### src/rtl/drift_bin_pkg.sv
package drift_bin_pkg;

    // Width used by the tick comparison helpers; module tick widths must not exceed it
    localparam int TICK_W = 16;

    // Number of bins used in two-bin compatibility mode
    localparam int LEGACY_BINS = 2;

    typedef enum logic {
        WIN_IDLE = 1'b0,
        WIN_OPEN = 1'b1
    } win_state_e;

    // Half-open interval membership: lo <= t < hi
    function automatic logic tick_in_span(
        input logic [TICK_W-1:0] t,
        input logic [TICK_W-1:0] lo,
        input logic [TICK_W-1:0] hi
    );
        return (t >= lo) && (t < hi);
    endfunction

    // Membership in the uncertain interval at the start of a bin; one extra bit avoids overflow
    function automatic logic tick_in_unsure(
        input logic [TICK_W-1:0] t,
        input logic [TICK_W-1:0] lo,
        input logic [TICK_W-1:0] len
    );
        logic [TICK_W:0] lim;
        lim = {1'b0, lo} + {1'b0, len};
        return (t >= lo) && ({1'b0, t} < lim);
    endfunction

endpackage

### src/rtl/dbe_hit_sync.sv
module dbe_hit_sync #(
    parameter int NUM_WIRES = 12
) (
    input  logic                 clk,
    input  logic                 rst,
    input  logic [NUM_WIRES-1:0] raw_in,
    output logic [NUM_WIRES-1:0] rise
);

    logic [NUM_WIRES-1:0] meta_q;
    logic [NUM_WIRES-1:0] sync_q;
    logic [NUM_WIRES-1:0] last_q;

    always_ff @(posedge clk) begin
        if (rst) begin
            meta_q <= '0;
            sync_q <= '0;
            last_q <= '0;
        end else begin
            meta_q <= raw_in;
            sync_q <= meta_q;
            last_q <= sync_q;
        end
    end

    assign rise = sync_q & ~last_q;

    // A single synchronized pulse never yields edges on consecutive cycles
    AST_RISE_SINGLE: assert property (@(posedge clk) disable iff (rst)
        (rise != '0) |=> ((rise & $past(rise)) == '0));

endmodule

### src/rtl/dbe_bin_window.sv
module dbe_bin_window
    import drift_bin_pkg::*;
#(
    parameter int NUM_BINS = 6,
    parameter int TW       = 8
) (
    input  logic                   clk,
    input  logic                   rst,
    input  logic                   strobe,
    input  logic                   cfg_legacy,
    input  logic [TW-1:0]          fine_time,
    input  logic [NUM_BINS*TW-1:0] cfg_bin_start,
    input  logic [NUM_BINS*TW-1:0] cfg_bin_stop,
    input  logic [TW-1:0]          cfg_unsure_len,
    output logic                   win_open,
    output logic                   win_close,
    output logic [NUM_BINS-1:0]    bin_hit,
    output logic [NUM_BINS-1:0]    bin_unsure
);

    localparam int PW       = TICK_W;
    localparam int LAST_ALL = NUM_BINS - 1;
    localparam int LAST_LEG = LEGACY_BINS - 1;

    win_state_e    state_q;
    logic [TW-1:0] base_q;
    logic [TW-1:0] elapsed;
    logic [TW-1:0] close_tick;
    logic          accept;

    // Tick 0 is the cycle right after the strobe cycle; modulo subtraction survives wrap
    assign elapsed    = fine_time - base_q;
    assign close_tick = cfg_legacy ? cfg_bin_stop[LAST_LEG*TW +: TW]
                                   : cfg_bin_stop[LAST_ALL*TW +: TW];

    assign win_open  = (state_q == WIN_OPEN);
    assign accept    = win_open && !strobe;
    assign win_close = accept && (elapsed >= close_tick);

    always_ff @(posedge clk) begin
        if (rst) begin
            state_q <= WIN_IDLE;
            base_q  <= '0;
        end else if (strobe) begin
            state_q <= WIN_OPEN;
            base_q  <= fine_time + TW'(1);
        end else if (win_close) begin
            state_q <= WIN_IDLE;
        end
    end

    for (genvar b = 0; b < NUM_BINS; b++) begin : g_bin
        localparam bit IN_LEGACY = (b < LEGACY_BINS);
        logic [TW-1:0] lo;
        logic [TW-1:0] hi;
        logic          enabled;

        assign lo      = cfg_bin_start[b*TW +: TW];
        assign hi      = cfg_bin_stop[b*TW +: TW];
        assign enabled = !cfg_legacy || IN_LEGACY;

        assign bin_hit[b] = accept && enabled &&
                            tick_in_span(PW'(elapsed), PW'(lo), PW'(hi));

        if (b == 0) begin : g_first
            assign bin_unsure[b] = 1'b0;
        end else begin : g_later
            assign bin_unsure[b] = tick_in_unsure(PW'(elapsed), PW'(lo), PW'(cfg_unsure_len));
        end
    end

    // No bin can match while the window is idle
    AST_IDLE_NO_BIN: assert property (@(posedge clk) disable iff (rst)
        (state_q == WIN_IDLE) |-> (bin_hit == '0));

    // After a close the window is idle on the next cycle
    AST_CLOSE_GOES_IDLE: assert property (@(posedge clk) disable iff (rst)
        win_close |=> !win_open);

endmodule

### src/rtl/dbe_occ_accum.sv
module dbe_occ_accum #(
    parameter int NUM_WIRES = 12,
    parameter int NUM_BINS  = 6
) (
    input  logic                          clk,
    input  logic                          rst,
    input  logic                          strobe,
    input  logic                          win_close,
    input  logic [NUM_WIRES-1:0]          rise,
    input  logic [NUM_BINS-1:0]           bin_hit,
    input  logic [NUM_BINS-1:0]           bin_unsure,
    output logic [NUM_BINS*NUM_WIRES-1:0] occ_word,
    output logic                          occ_valid
);

    logic [NUM_BINS-1:0][NUM_WIRES-1:0] acc_q;
    logic [NUM_BINS-1:0][NUM_WIRES-1:0] blocked;
    logic [NUM_BINS-1:0][NUM_WIRES-1:0] set_bits;

    for (genvar b = 0; b < NUM_BINS; b++) begin : g_bin
        if (b == 0) begin : g_first
            assign blocked[b] = '0;
        end else begin : g_later
            // Wire already present in the previous bin and edge in the uncertain interval
            assign blocked[b] = {NUM_WIRES{bin_unsure[b]}} & acc_q[b-1];

            AST_UNSURE_DROP: assert property (@(posedge clk) disable iff (rst)
                (!strobe && bin_hit[b] && bin_unsure[b])
                |=> ((acc_q[b] & ~$past(acc_q[b]) & $past(acc_q[b-1])) == '0));
        end
        assign set_bits[b] = rise & {NUM_WIRES{bin_hit[b]}} & ~blocked[b];
    end

    always_ff @(posedge clk) begin
        if (rst) begin
            acc_q <= '0;
        end else if (strobe) begin
            acc_q <= '0;
        end else begin
            acc_q <= acc_q | set_bits;
        end
    end

    always_ff @(posedge clk) begin
        if (rst) begin
            occ_word  <= '0;
            occ_valid <= 1'b0;
        end else begin
            occ_valid <= win_close;
            if (win_close) begin
                occ_word <= acc_q;
            end
        end
    end

    AST_VALID_PULSE: assert property (@(posedge clk) disable iff (rst)
        occ_valid |=> !occ_valid);

    AST_STROBE_CLEARS: assert property (@(posedge clk) disable iff (rst)
        strobe |=> (acc_q == '0));

endmodule

### src/rtl/drift_bin_encoder.sv
module drift_bin_encoder
    import drift_bin_pkg::*;
#(
    parameter int NUM_WIRES = 12,
    parameter int NUM_BINS  = 6,
    parameter int TW        = 8
) (
    input  logic                          clk,
    input  logic                          rst,
    input  logic                          cfg_legacy,
    input  logic [NUM_BINS*TW-1:0]        cfg_bin_start,
    input  logic [NUM_BINS*TW-1:0]        cfg_bin_stop,
    input  logic [TW-1:0]                 cfg_unsure_len,
    input  logic [TW-1:0]                 fine_time,
    input  logic                          xing_strobe,
    input  logic [NUM_WIRES-1:0]          wire_hit,
    output logic [NUM_BINS*NUM_WIRES-1:0] occ_word,
    output logic                          occ_valid
);

    localparam int OCC_W  = NUM_BINS * NUM_WIRES;
    localparam int LEG_W  = LEGACY_BINS * NUM_WIRES;

    logic [NUM_WIRES-1:0] rise;
    logic                 win_open;
    logic                 win_close;
    logic [NUM_BINS-1:0]  bin_hit;
    logic [NUM_BINS-1:0]  bin_unsure;

    dbe_hit_sync #(
        .NUM_WIRES (NUM_WIRES)
    ) u_sync (
        .clk    (clk),
        .rst    (rst),
        .raw_in (wire_hit),
        .rise   (rise)
    );

    dbe_bin_window #(
        .NUM_BINS (NUM_BINS),
        .TW       (TW)
    ) u_window (
        .clk            (clk),
        .rst            (rst),
        .strobe         (xing_strobe),
        .cfg_legacy     (cfg_legacy),
        .fine_time      (fine_time),
        .cfg_bin_start  (cfg_bin_start),
        .cfg_bin_stop   (cfg_bin_stop),
        .cfg_unsure_len (cfg_unsure_len),
        .win_open       (win_open),
        .win_close      (win_close),
        .bin_hit        (bin_hit),
        .bin_unsure     (bin_unsure)
    );

    dbe_occ_accum #(
        .NUM_WIRES (NUM_WIRES),
        .NUM_BINS  (NUM_BINS)
    ) u_accum (
        .clk        (clk),
        .rst        (rst),
        .strobe     (xing_strobe),
        .win_close  (win_close),
        .rise       (rise),
        .bin_hit    (bin_hit),
        .bin_unsure (bin_unsure),
        .occ_word   (occ_word),
        .occ_valid  (occ_valid)
    );

    // Remembers whether any crossing has been seen since reset
    logic seen_strobe_q;
    always_ff @(posedge clk) begin
        if (rst) begin
            seen_strobe_q <= 1'b0;
        end else if (xing_strobe) begin
            seen_strobe_q <= 1'b1;
        end
    end

    AST_VALID_NEEDS_XING: assert property (@(posedge clk) disable iff (rst)
        occ_valid |-> seen_strobe_q);

    AST_LEGACY_UPPER_ZERO: assert property (@(posedge clk) disable iff (rst)
        (occ_valid && cfg_legacy) |-> (occ_word[OCC_W-1:LEG_W] == '0));

    AST_RESET_QUIET: assert property (@(posedge clk)
        $past(rst) |-> (!occ_valid && (occ_word == '0)));

    // Unused in assertions otherwise; keep window state observable for the checker above
    AST_OPEN_BEFORE_CLOSE: assert property (@(posedge clk) disable iff (rst)
        win_close |-> win_open);

endmodule

### config.mk
export PLATFORM = sky130hd
export DESIGN_NAME = drift_bin_encoder
export DESIGN_NICKNAME = d
export VERILOG_FILES = /design/src/rtl/drift_bin_pkg.sv /design/src/rtl/dbe_hit_sync.sv /design/src/rtl/dbe_bin_window.sv /design/src/rtl/dbe_occ_accum.sv /design/src/rtl/drift_bin_encoder.sv
export SDC_FILE = /design/constraint.sdc
export NUM_CORES = 1
export LEC_CHECK = 0
export BUFFER_PORTS_ARGS = -buffer_cell sky130_fd_sc_hd__buf_4
export CAP_MARGIN = 20
export CORE_ASPECT_RATIO = 0.8
export CORE_MARGIN = 3
export CORE_UTILIZATION = 52
export CTS_CLUSTER_DIAMETER = 200
export DETAILED_ROUTE_END_ITERATION = 12
export GPL_TIMING_DRIVEN = 0
export PLACE_DENSITY_LB_ADDON = 0.08
export SETUP_SLACK_MARGIN = 0.05
export SLEW_MARGIN = 20
export SYNTH_ARGS = -nofsm -noshare
export SYNTH_HDL_FRONTEND = slang
export SYNTH_SLANG_ARGS = --single-unit
### constraint.sdc
create_clock -name clk -period 4.3 [get_ports clk]
set_clock_uncertainty 0.2 [all_clocks]
set_input_delay 0.43 -clock clk [delete_from_list [all_inputs] [get_ports clk]]
set_output_delay 0.43 -clock clk [all_outputs]
set_load 0.1 [all_outputs]
# Yosys cells after proc, flatten, opt, wreduce, memory -nomap -nowiden

Cells that the tools add are included.

Bitwise gates (word level): 24
$add $sub $neg: 7
$lt $le $gt $ge: 18
Reduce and logical (&&, ||, !) cells: 24
Muxes and demuxes: 3

Operator list:

| operator                                                       | count |
|---|---|
| 12-bit AND                                                     | 17 |
| 8-bit by 17-bit less-than comparator with 1-bit output         | 5 |
| 12-bit inverter                                                | 6 |
| 72-bit bitwise OR                                              | 1 |
| 8-bit >= comparator                                            | 7 |
| 8-bit less-than comparator                                     | 6 |
| 8-bit by 8-bit adder with 9-bit output                         | 5 |
| 1-bit logical AND                                              | 20 |
| 8-bit by 1-bit adder with 8-bit output (second input constant) | 1 |
| 8-bit two-way mux                                              | 1 |
| 8-bit subtractor                                               | 1 |
| 1-bit zero test                                                | 2 |
| 1-bit two-way mux                                              | 2 |
| 2-bit nonzero test                                             | 1 |
| 2-bit OR reduction                                             | 1 |

Flip-flop bits (word level): 190
Input bits: 128

# Longest topological paths before layout

Gate-level depths: netlist (run 1).

Word-level depth: 7
Mapped depth: 18

# Modules after synthesis

A second synthesis (run 1) with hierarchy kept.

Cell total of the unflattened synthesis: 1255
Area, all modules: 11192.0 um^2

Modules (own cells, without submodules):

| module         | area an instance (um^2) | times used | cells an instance |
|---|---|---|---|
| dbe_occ_accum  | 5118.7                  | 1          | 530 |
| dbe_bin_window | 5003.5                  | 1          | 638 |
| dbe_hit_sync   | 1069.8                  | 1          | 87 |

# Least setup slack after synthesis (run 1)

No wires, ideal clock.

Kind: in2reg
Start: input fine_time[2]
End: register u_accum.occ_word[62]
Path slack: 0.036 ns
Arrival time: 3.993 ns
Cell stages on the path: 16
Required time: 4.029 ns
Cells stage by stage: ha_1 -> o21a_1 -> o31a_1 -> clkbuf_1 -> o21a_1 -> o21a_1 -> o21a_1 -> nor2_1 -> xnor2_1 -> ha_1 -> nor2_1 -> or2_2 -> buf_1 -> clkbuf_1 -> o21ai_0 -> a21oi_1

Word-level cells in the longest chain between the ends: 3

Ends and longest elaborated chain:

| element                | line                    | source |
|---|---|---|
| start: declaration     | drift_bin_encoder.sv:14 | `input logic [TW-1:0] fine_time,` |
| 8-bit subtractor       | dbe_bin_window.sv:32    | `assign elapsed = fine_time - base_q;` |
| 8-bit >= comparator    | dbe_bin_window.sv:38    | `assign win_close = accept && (elapsed >= close_tick);` |
| 1-bit logical AND      | dbe_bin_window.sv:38    |  |
| end signal: assignment | dbe_occ_accum.sv:51     | `occ_word <= acc_q;` |
| end: declaration       | dbe_occ_accum.sv:12     | `output logic [NUM_BINS*NUM_WIRES-1:0] occ_word,` |

Every way passes these cells.
A chain may end at the register's enable or synchronous reset.

# Final worst setup path (run 1)

Start: register u_window.base_q[0]
End: register u_accum.acc_q[64] in the netlist's numbering

Word-level cells in the longest chain between the ends: 7
Elaborated cells on any way between the ends: 12
Classes of those cells: 1 x add/sub; 3 x order compare; 5 x bitwise; 3 x reduce/logical

Ends and longest elaborated chain:

| element                                                                              | line                                      | source |
|---|---|---|
| start: declaration                                                                   | dbe_bin_window.sv:26                      | `logic [TW-1:0] base_q;` |
| start signal: assignment                                                             | dbe_bin_window.sv:46                      | `base_q <= fine_time + TW'(1);` |
| 8-bit subtractor *                                                                   | dbe_bin_window.sv:32                      |  |
| 8-bit by 17-bit less-than comparator with 1-bit output, or another cell as far along | drift_bin_pkg.sv:31                       | `return (t >= lo) && ({1'b0, t} < lim);` |
| 1-bit logical AND, on equally long branches                                          | drift_bin_pkg.sv:31, drift_bin_pkg.sv:20  |  |
| 12-bit AND or 1-bit logical AND (tied branches)                                      | dbe_occ_accum.sv:25, dbe_bin_window.sv:62 |  |
| 12-bit inverter or 12-bit AND (tied branches)                                        | dbe_occ_accum.sv:31                       | `assign set_bits[b] = rise & {NUM_WIRES{bin_hit[b]}} & ~blocked[b];` |
| 12-bit AND *                                                                         | dbe_occ_accum.sv:31                       |  |
| 72-bit bitwise OR *                                                                  | dbe_occ_accum.sv:40                       | `acc_q <= acc_q \| set_bits;` |
| end signal: assignment                                                               | dbe_occ_accum.sv:40                       |  |
| end: declaration                                                                     | dbe_occ_accum.sv:16                       | `logic [NUM_BINS-1:0][NUM_WIRES-1:0] acc_q;` |

Every way passes the cells marked *; elsewhere a longest branch is shown, timed or not.

==> flow_summary.ini, run 1 <==
[synth]
synth.top_cells.by_count = dfxtp_1 (190), ha_1 (161), a21oi_1 (145), inv_1 (103), o21ai_0 (101)
synth_edf_count = 0
ys_types = 67
yosysMostFrequentCell = dfxtp_1
synth_top_flop_cell = dfxtp_1
synthCells = 1450
synth_top_family_by_area = compound AO/OA/AOI/OAI gates
synth_area_leaders = dfxtp_1 (31%), ha_1 (16%), a21oi_1 (5.9%), o21ai_0 (4.1%), nand3_1 (3.4%)
netlist_area_um2 = 12200
ys_seq_area_share_pct = 31.1
yosys.area.top_type = dfxtp_1
synth_warnings = 0
synth_compound_area_share_pct = 25.8
ys_ff_latch = 190
synthAdderAreaFrac_pct = 17.7
yosys.area_share.simple_pct = 15.7
yosysTopAreaCellShare_pct = 31.1
synth-xor-area-share_pct = 2.65
syn_area_per_cell_um2 = 8.43
synthArstFlopShare_pct = 0
syn_nets = 1745
synth_mux_area_share_pct = 0.747

[worst_setup_path]
cp-endpoint = u_accum.acc_q[64]
cpMaxStageDelayCell = a211o_1
crit_type = flop to flop
cp_top_family = compound AO/OA/AOI/OAI gates
path_cells = ha_1 > inv_1 > fa_2 > a211o_1 > a2111oi_4 > or3_1 > buf_6 > inv_2 > buf_6 > ha_1 > a211o_1 > o221ai_2 > clkbuf_2 > a31oi_1 > a31oi_1
regToRegStartpoint = u_window.base_q[0]
cpPeakStageDelay_ns = 0.42
cp-start-kind = flop
path_depth = 15
timing.rr.end = u_accum.acc_q[64]
rr_worst_depth = 15
crit_fanout = 11
r2r_slack_ns = 0.21
required_ns = 4.44
endpoint_kind = flop
startpoint = u_window.base_q[0]
worst-path-buf-inv = 5
arrival_ns = 4.23

[finish]
final_util_pct = 65.6
layout-drive-gt1-share_pct = 17.9
synthToLayoutAreaGrowth_pct = 22.4
diodes = 0
fin_cells = 2002
fin_nets = 1978
final_area_um2 = 15000

[pwr]
ir_drop_uv = 309
leakage_uw = 0.00655
power_density_nw_per_um2 = 345

[floorplan]
io_pins = 201
initial_core_util_pct = 53.6
rows = 49
die_area_um2 = 25400
fp.dieH_um = 143
core_area_um2 = 22800
die_w_um = 177

[clock_tree]
cts_max_level = 4
clk_pin_slew_worst_paths_ns = 0.07
cts-root-buf = clkbuf_16
max-clock-path-buffers = 2
clk_latency_ns = 0.43
cts_tree = built
cts_made_buffers = 17
clock_sinks = 190

[sta]
worst_pin_slew_ns = 0.865
fin_crit_sh_pct = 95.0
holdWs_ns = 0.00718
drv_slew = 0
finalSetupViolCount = 0
fin_crit_ns = 4.09
rsz0062_at_grt = true
slew_headroom_pct = 41.6
fmax_ghz = 0.245
finalHoldViolCount = 0

[global_route]
grt_pass1_vias = 10600
grt_pass1_wl_um = 55900
grt_max_degree = 19
overflow = 0
antenna_found_initial = 0
globalRouteTotalUtil_pct = 27.7

[run_status]
status = complete, no violations

[placement]
hpwlAfterDp_um = 27800
place_congestion = 0.924
io_buffer_count = 199
dpl_cell_area_um2 = 14200
dp_cells = 1956

[hold_path]
hold_class = input port to flop
worstHoldPathCells = 2

[drt]
wl_um = 36100
drtIter0Drc = 935
drcViolationCount = 0
wl_per_cell_um = 18.1
ant_nets = 0
routed_via_density = 5.77
first_pass_iters = 5
vias = 11500

[job]
cap_viol_max_count = 0
## worst reg2reg max path: stages, from the launching register on
cell       delay, ns
dfxtp_1         0.35
ha_1            0.17
inv_1           0.06
fa_2            0.40
a211o_1         0.42
a2111oi_4       0.40
or3_1           0.18
buf_6           0.15
inv_2           0.08
buf_6           0.16
ha_1            0.22
a211o_1         0.29
o221ai_2        0.33
clkbuf_2        0.30
a31oi_1         0.13
a31oi_1         0.16
## flip-flops by register name, indices dropped and copies added (netlist names)
| signal | flops |
|---|---|
| u_accum.acc_q | 72 |
| u_accum.occ_word | 72 |
| u_sync.last_q | 12 |
| u_sync.meta_q | 12 |
| u_sync.sync_q | 12 |
| u_window.base_q | 8 |
| u_accum.occ_valid | 1 |
| u_window.win_open | 1 |
## through the flow
step	setup slack (ns)	power [µW]	setup TNS, ns
final	0.213	5170	0
after global routing	0.0358	5480	0
after CTS	0.0751	5140	0
after detailed placement	-1.13	3530	-110.09
after global placement	-1.18	3460	-153.66
after floorplan	0.0989	3000	0
## repair_timing
item / in CTS / in global routing
resized for setup: 9 / 20
pin swaps: 3 / 1
hold endpoints to repair: 1 / 0
buffers inserted: 12 / 3
hold buffers: 1 / 0
setup endpoints to repair: 145 / 133
## kinds of logic after synthesis
logic type      after synthesis
flops                       190
xor+xnor                     37
fa+ha+maj                   170
compound gates              484
simple gates                367
mux                           9
buf+inv                     193
## per-layer routing
layer  part of all wire (%)  global-route usage [%]  up-vias
met5                      0                       0        -
met4                    1.4                    5.99        0
met3                    7.0                    4.55       48
met2                     44                    43.7      384
met1                     48                    40.1     5375
li1                       -                       -     5739
## how the worst min path moves through the flow
stage	startpoint	endpoint	slack [ns]
6_report	wire_hit[11]	u_sync.meta_q[11]	0.007
5_1_grt	wire_hit[1]	u_sync.meta_q[1]	0.004
4_1_cts	wire_hit[11]	u_sync.meta_q[11]	0.004
3_5_place_dp	u_sync.meta_q[11]	u_sync.sync_q[11]	0.22
3_3_place_gp	u_sync.meta_q[2]	u_sync.sync_q[2]	0.22
2_1_floorplan	u_sync.meta_q[0]	u_sync.sync_q[0]	0.21
## power breakdown
group          internal [µW]  switching (µW)
clock network            848             711
registers               1780            11.4
logic                    702            1120
## cell type report
type                    instances  area (µm²)
multi-input cells            1067        7770
inverters                     104         390
repair buffers                216        1650
flip-flops and latches        190        3800
fillers                      2001        7840
plain buffers                  87         377
well taps                     306         383
clock inverters                12         128
clock buffers                  20         457
## cells in the final DEF (no fill, tap or decap), types with 8 or more instances in the layout
cell,instances
nor3b_1,26
buf_4,212
nor2b_1,41
o21a_1,15
nand2_1,94
a21o_1,35
a31oi_1,22
a211oi_1,15
clkbuf_16,17
ha_1,160
nor4b_1,16
o21bai_1,10
xnor2_1,22
nand2b_1,12
a21oi_1,144
buf_2,10
o21ai_0,101
dfxtp_1,190
nand3b_1,12
o41ai_1,10
clkbuf_1,67
nor3_1,16
inv_1,103
nand3_1,82
o31ai_1,27
a21boi_0,19
xor2_1,13
a22o_1,24
nor2_1,42
mux2i_1,8
No activity file was read; power rests on OpenSTA's default activity.
==> inputs of run 2 (changes only) <==
--- a/config.mk
+++ b/config.mk
@@ -7,9 +7,11 @@
 export LEC_CHECK = 0
 export BUFFER_PORTS_ARGS = -buffer_cell sky130_fd_sc_hd__buf_4
 export CAP_MARGIN = 20
+export CELL_PAD_IN_SITES_DETAIL_PLACEMENT = 1
+export CELL_PAD_IN_SITES_GLOBAL_PLACEMENT = 2
 export CORE_ASPECT_RATIO = 0.8
 export CORE_MARGIN = 3
-export CORE_UTILIZATION = 52
+export CORE_UTILIZATION = 31
 export CTS_CLUSTER_DIAMETER = 200
 export DETAILED_ROUTE_END_ITERATION = 12
 export GPL_TIMING_DRIVEN = 0
==> flow_summary.ini, run 2 (synthesis gave the netlist of run 1 again) <==
[global_route]
grt_max_degree = 19
gr-usage-met3_pct = 2.49
use_met1_pct = 30.5
busiest_layer = met2
grt_pass1_wl_um = 68900
globalRouteTotalUtil_pct = 21.1
grt_pass1_vias = 11700
antenna_found_initial = 0
overflow = 0
use_met2_pct = 34.1

[sta]
finalHoldViolCount = 0
worst_pin_slew_ns = 0.794
fmax_ghz = 0.245
fin_crit_ns = 4.07
slew_headroom_pct = 46.2
holdWs_ns = 0.114
setup_ws_ns = 0.225
rsz0062_at_grt = true
fin_crit_sh_pct = 94.8
drv_slew = 0
finalSetupViolCount = 0

[clock_tree]
cts_made_buffers = 17
cts_tree = built
clk_pin_slew_worst_paths_ns = 0.07
clock_sinks = 190
max-clock-path-buffers = 2
cts_max_level = 4
cts-root-buf = clkbuf_16
clk_latency_ns = 0.45

[drt]
ant_nets = 0
wl_um = 44900
wl_per_cell_um = 20.0
drcViolationCount = 0
routed_via_density = 5.15
drtIter0Drc = 426
vias = 11500
first_pass_iters = 5

[placement]
hpwlAfterDp_um = 35300
pre_cts_ws_ns = -1.15
io_buffer_count = 199
place_congestion = 0.829

[floorplan]
die_area_um2 = 41900
die_w_um = 228
fp.dieH_um = 184
core_area_um2 = 38600
rows = 64
io_pins = 201
initial_core_util_pct = 31.7

[finish]
layout-drive-gt1-share_pct = 19.5
synthToLayoutAreaGrowth_pct = 27.7
fill_cells = 4638
fin_nets = 1997
final_cell_mix = buf_4 (213), dfxtp_1 (190), ha_1 (160), a21oi_1 (144), inv_1 (103)
final_common_cell = buf_4
top_regs = u_accum.acc_q x72, u_accum.occ_word x72
diodes = 0

[pwr]
power.total_uw = 5370
leakage_uw = 0.00672
power_density_nw_per_um2 = 344
ir_drop_uv = 263

[hold_path]
hp-start = fine_time[3]
hold_class = input port to flop

[worst_setup_path]
startpoint = u_window.base_q[1]
crit_type = flop to flop
arrival_ns = 4.21
worst-path-buf-inv = 6
cpPeakStageDelay_ns = 0.33
endpoint_kind = flop
regToRegStartpoint = u_window.base_q[1]
cp-start-kind = flop
crit_fanout = 10
required_ns = 4.44
path_cells = inv_1 > ha_1 > nor2b_1 > o31a_1 > buf_6 > o21a_4 > o21a_4 > o21a_1 > nor2_4 > xnor2_4 > buf_12 > buf_12 > ha_1 > nor3b_1 > a311oi_2 > a311oi_2 > buf_4 > buf_4 > a22o_1
cp_top_family = compound AO/OA/AOI/OAI gates
cpMaxStageDelayCell = dfxtp_1

[run_status]
status = complete, no violations

[job]
cap_viol_max_count = 0
run 2: changes by cell type in the layout (fill, tap and decap cells not counted), moves of 5 or more:
cell           delta
o31ai_2           +5
inv_6             +6
o31ai_1           -5
clkbuf_2         +11
clkbuf_1         -14
dlygate4sd3_1    +12
run 2: final cells by class:
cell class	instances	area, µm²	area share [%]
timing repair buffer	234	1880	12.1
multi-input combinational	1067	7880	50.5
sequential	190	3800	24.4
tap	528	661	4.23
clock inverter	15	149	0.954
inverter	104	390	2.50
clock buffer	17	425	2.73
buffer	88	419	2.69
run 2: repair_timing:
action                                 4_1_cts  5_1_grt
setup endpoints to repair                  145      132
pin swaps                                    5        7
resized for setup                           28       45
gates cloned                                 0        1
endpoints found under the hold margin       13        0
hold buffers                                13        0
buffers inserted                            10        8
run 2: power breakdown:
group	internal [µW]	switching [µW]	total, µW
clock	816	755	1570
sequential	1780	11.6	1790
combinational	783	1220	2000
run 2: worst paths after layout:
path | cells past startpoint | to | slack [ns]
worst max-delay path | 19 | u_accum.acc_q[2] | 0.23
worst min-delay path | 3 | u_window.base_q[3] | 0.11
worst min register to register | 1 | u_sync.sync_q[7] | 0.24
worst max register to register | 19 | u_accum.acc_q[2] | 0.23
run 2: stage by stage:
step	cells	setup TNS, ns	util [%]	cell area (µm²)
2_1_floorplan	1450	0	-	12200
3_5_place_dp	2180	-113.96	37.6	14500
3_3_place_gp	2177	-226.02	37.3	14400
6_report	2243	0	40.4	15600
4_1_cts	2234	0	39.9	15400
5_1_grt	2243	0	40.4	15600
run 2: worst reg2reg max path, delay by kind of cell (launching register included):
kind	cells	cell delay, ns
flip-flops	1	0.33
XOR/XNOR	1	0.12
AND/OR/NAND/NOR	3	0.47
buffers and inverters	6	0.83
AO/OA/AOI/OAI	7	1.47
adder cells (fa/ha/maj)	2	0.55
run 2: metal layers:
metal | vias up | routed length (µm)
met5 | - | 0
met4 | 0 | 498
met3 | 30 | 1070
met2 | 172 | 20100
met1 | 5565 | 23300
li1 | 5782 | -
==> inputs of run 3 (changes only) <==
--- a/config.mk
+++ b/config.mk
@@ -10,12 +10,12 @@
 export CELL_PAD_IN_SITES_DETAIL_PLACEMENT = 1
 export CELL_PAD_IN_SITES_GLOBAL_PLACEMENT = 2
 export CORE_ASPECT_RATIO = 0.8
-export CORE_MARGIN = 3
 export CORE_UTILIZATION = 31
 export CTS_CLUSTER_DIAMETER = 200
 export DETAILED_ROUTE_END_ITERATION = 12
 export GPL_TIMING_DRIVEN = 0
 export PLACE_DENSITY_LB_ADDON = 0.08
+export RECOVER_POWER = 50
 export SETUP_SLACK_MARGIN = 0.05
 export SLEW_MARGIN = 20
 export SYNTH_ARGS = -nofsm -noshare
==> flow_summary.ini, run 3 (synthesis gave the netlist of run 1 again) <==
[worst_setup_path]
regToRegStartpoint = u_window.base_q[1]
crit_type = flop to flop
rr_worst_depth = 18
endpoint_kind = flop
cp-start-kind = flop
worst-path-buf-inv = 4
cpPeakStageDelay_ns = 0.36
required_ns = 4.50
cpMaxStageDelayCell = dfxtp_1
arrival_ns = 4.30
cp_top_family = compound AO/OA/AOI/OAI gates
r2r_slack_ns = 0.20
path_cells = inv_1 > ha_1 > nor2b_1 > o31a_1 > o21a_1 > o21a_2 > o21a_1 > nor2_4 > xnor2_4 > buf_4 > ha_1 > nor2_1 > a211oi_1 > o31ai_2 > buf_4 > clkbuf_4 > a21oi_1 > a22o_1
crit_fanout = 10
timing.rr.end = u_accum.acc_q[52]

[sta]
fin_crit_sh_pct = 95.4
finalSetupViolCount = 0
holdWs_ns = 0.0160
rsz0062_at_grt = true
fmax_ghz = 0.244
worst_pin_slew_ns = 1.27
slew_headroom_pct = 15.6
finalHoldViolCount = 0
drv_slew = 0
fin_crit_ns = 4.10

[drt]
wl_per_cell_um = 19.6
ant_nets = 0
drcViolationCount = 0
wl_um = 43600
routed_via_density = 5.20
wl_met1_um = 23100
wl_met3_um = 1000
highest_layer = met4
vias = 11600
drtIter0Drc = 452
first_pass_iters = 4
wl_met2_um = 19100

[global_route]
grt_max_degree = 19
grt_pass1_vias = 11700
antenna_found_initial = 0
grt_pass1_wl_um = 67900
globalRouteTotalUtil_pct = 21.9
overflow = 0

[pwr]
leakage_uw = 0.00627
p_seq_share_pct = 34.7
swShare_pct = 36.4
comb_power_share_pct = 37.0
p_int_uw = 3290
p_switching_uw = 1880
ir_drop_uv = 288
power_density_nw_per_um2 = 343
p_clk_share_pct = 28.3
power.total_uw = 5170

[floorplan]
fp.dieH_um = 180
initial_core_util_pct = 31.7
core_area_um2 = 38500
die_w_um = 224
die_area_um2 = 40200
io_pins = 201
rows = 64

[hold_path]
hp-start = wire_hit[2]
worstHoldPathCells = 2
hold_class = input port to flop
hold_end = u_sync.meta_q[2]

[clock_tree]
cts-root-buf = clkbuf_16
cts_tree = built
cts_max_level = 4
clock_sinks = 190
cts_made_buffers = 17
clk_latency_ns = 0.45
max-clock-path-buffers = 2
clk_pin_slew_worst_paths_ns = 0.07

[finish]
fill_cells = 4618
layout-drive-gt1-share_pct = 13.5
top_regs = u_accum.acc_q x72, u_accum.occ_word x72
synthToLayoutAreaGrowth_pct = 23.1
diodes = 0
fin_nets = 1985
final_common_cell = dfxtp_1
final_area_um2 = 15100
final_cell_mix = dfxtp_1 (190), ha_1 (161), a21oi_1 (144), clkbuf_1 (140), buf_4 (132)

[placement]
place_congestion = 0.814
hpwlAfterDp_um = 35100
io_buffer_count = 199
dpl_cell_area_um2 = 14500

[job]
cap_viol_max_count = 0

[run_status]
status = complete, no violations
==> run 3: how the worst max path moves through the flow <==
stage,start,end,slack (ns),cells after the start
3_5_place_dp,fine_time[2],u_accum.occ_word[69],-1.33,17
6_report,u_window.base_q[1],u_accum.acc_q[52],0.20,18
2_1_floorplan,fine_time[0],u_accum.acc_q[24],0.1,15
4_1_cts,u_window.base_q[0],u_accum.acc_q[16],0.09,15
5_1_grt,u_window.base_q[1],u_accum.acc_q[28],-0.03,18
3_3_place_gp,fine_time[0],u_accum.acc_q[51],-1.58,15
==> run 3: layout make-up <==
cell class	count	area, µm²	area share [%]
Buffer	87	393	2.61
Clock buffer	21	440	2.93
Clock inverter	9	72.6	0.482
Inverter	104	390	2.59
Multi-Input combinational cell	1067	7820	52.0
Sequential cell	190	3800	25.3
Tap cell	528	661	4.39
Timing Repair Buffer	223	1470	9.77
==> run 3: what timing repair did <==
item / in CTS / in global routing
hold endpoints to repair: 12 / 0
hold buffers: 12 / 0
resized for setup: 20 / 26
pin swaps: 1 / 3
setup endpoints to repair: 145 / 118
setup buffers: 6 / 2
==> run 3: layer usage <==
metal  track usage [%]  up-vias
met4              4.41        0
met1              32.3     5664
met2              33.9      157
li1                  -     5742
met5                 0        -
met3              2.68       33
==> run 3: power groups by stage <==
| stage | logic [µW] | registers [µW] | clock network (µW) |
|---|---|---|---|
| 2_1_floorplan | 1170 | 1830 | 0 |
| 3_3_place_gp | 1730 | 1830 | 0 |
| 3_5_place_dp | 1840 | 1830 | 0 |
| 4_1_cts | 1910 | 1790 | 1500 |
| 5_1_grt | 2140 | 1790 | 1580 |
| 6_report | 1910 | 1790 | 1460 |
==> run 3: per-stage QoR <==
stage                     setup TNS, ns  util [%]  setup slack (ns)  std cells
after CTS                             0      39.6            0.0914       2227
after detailed placement        -142.00      37.6             -1.33       2181
final                                 0      39.1             0.198       2229
after global routing            -0.0890      39.1           -0.0336       2229
after floorplan                       0         -            0.0989       1450
after global placement          -192.90      37.4             -1.58       2177
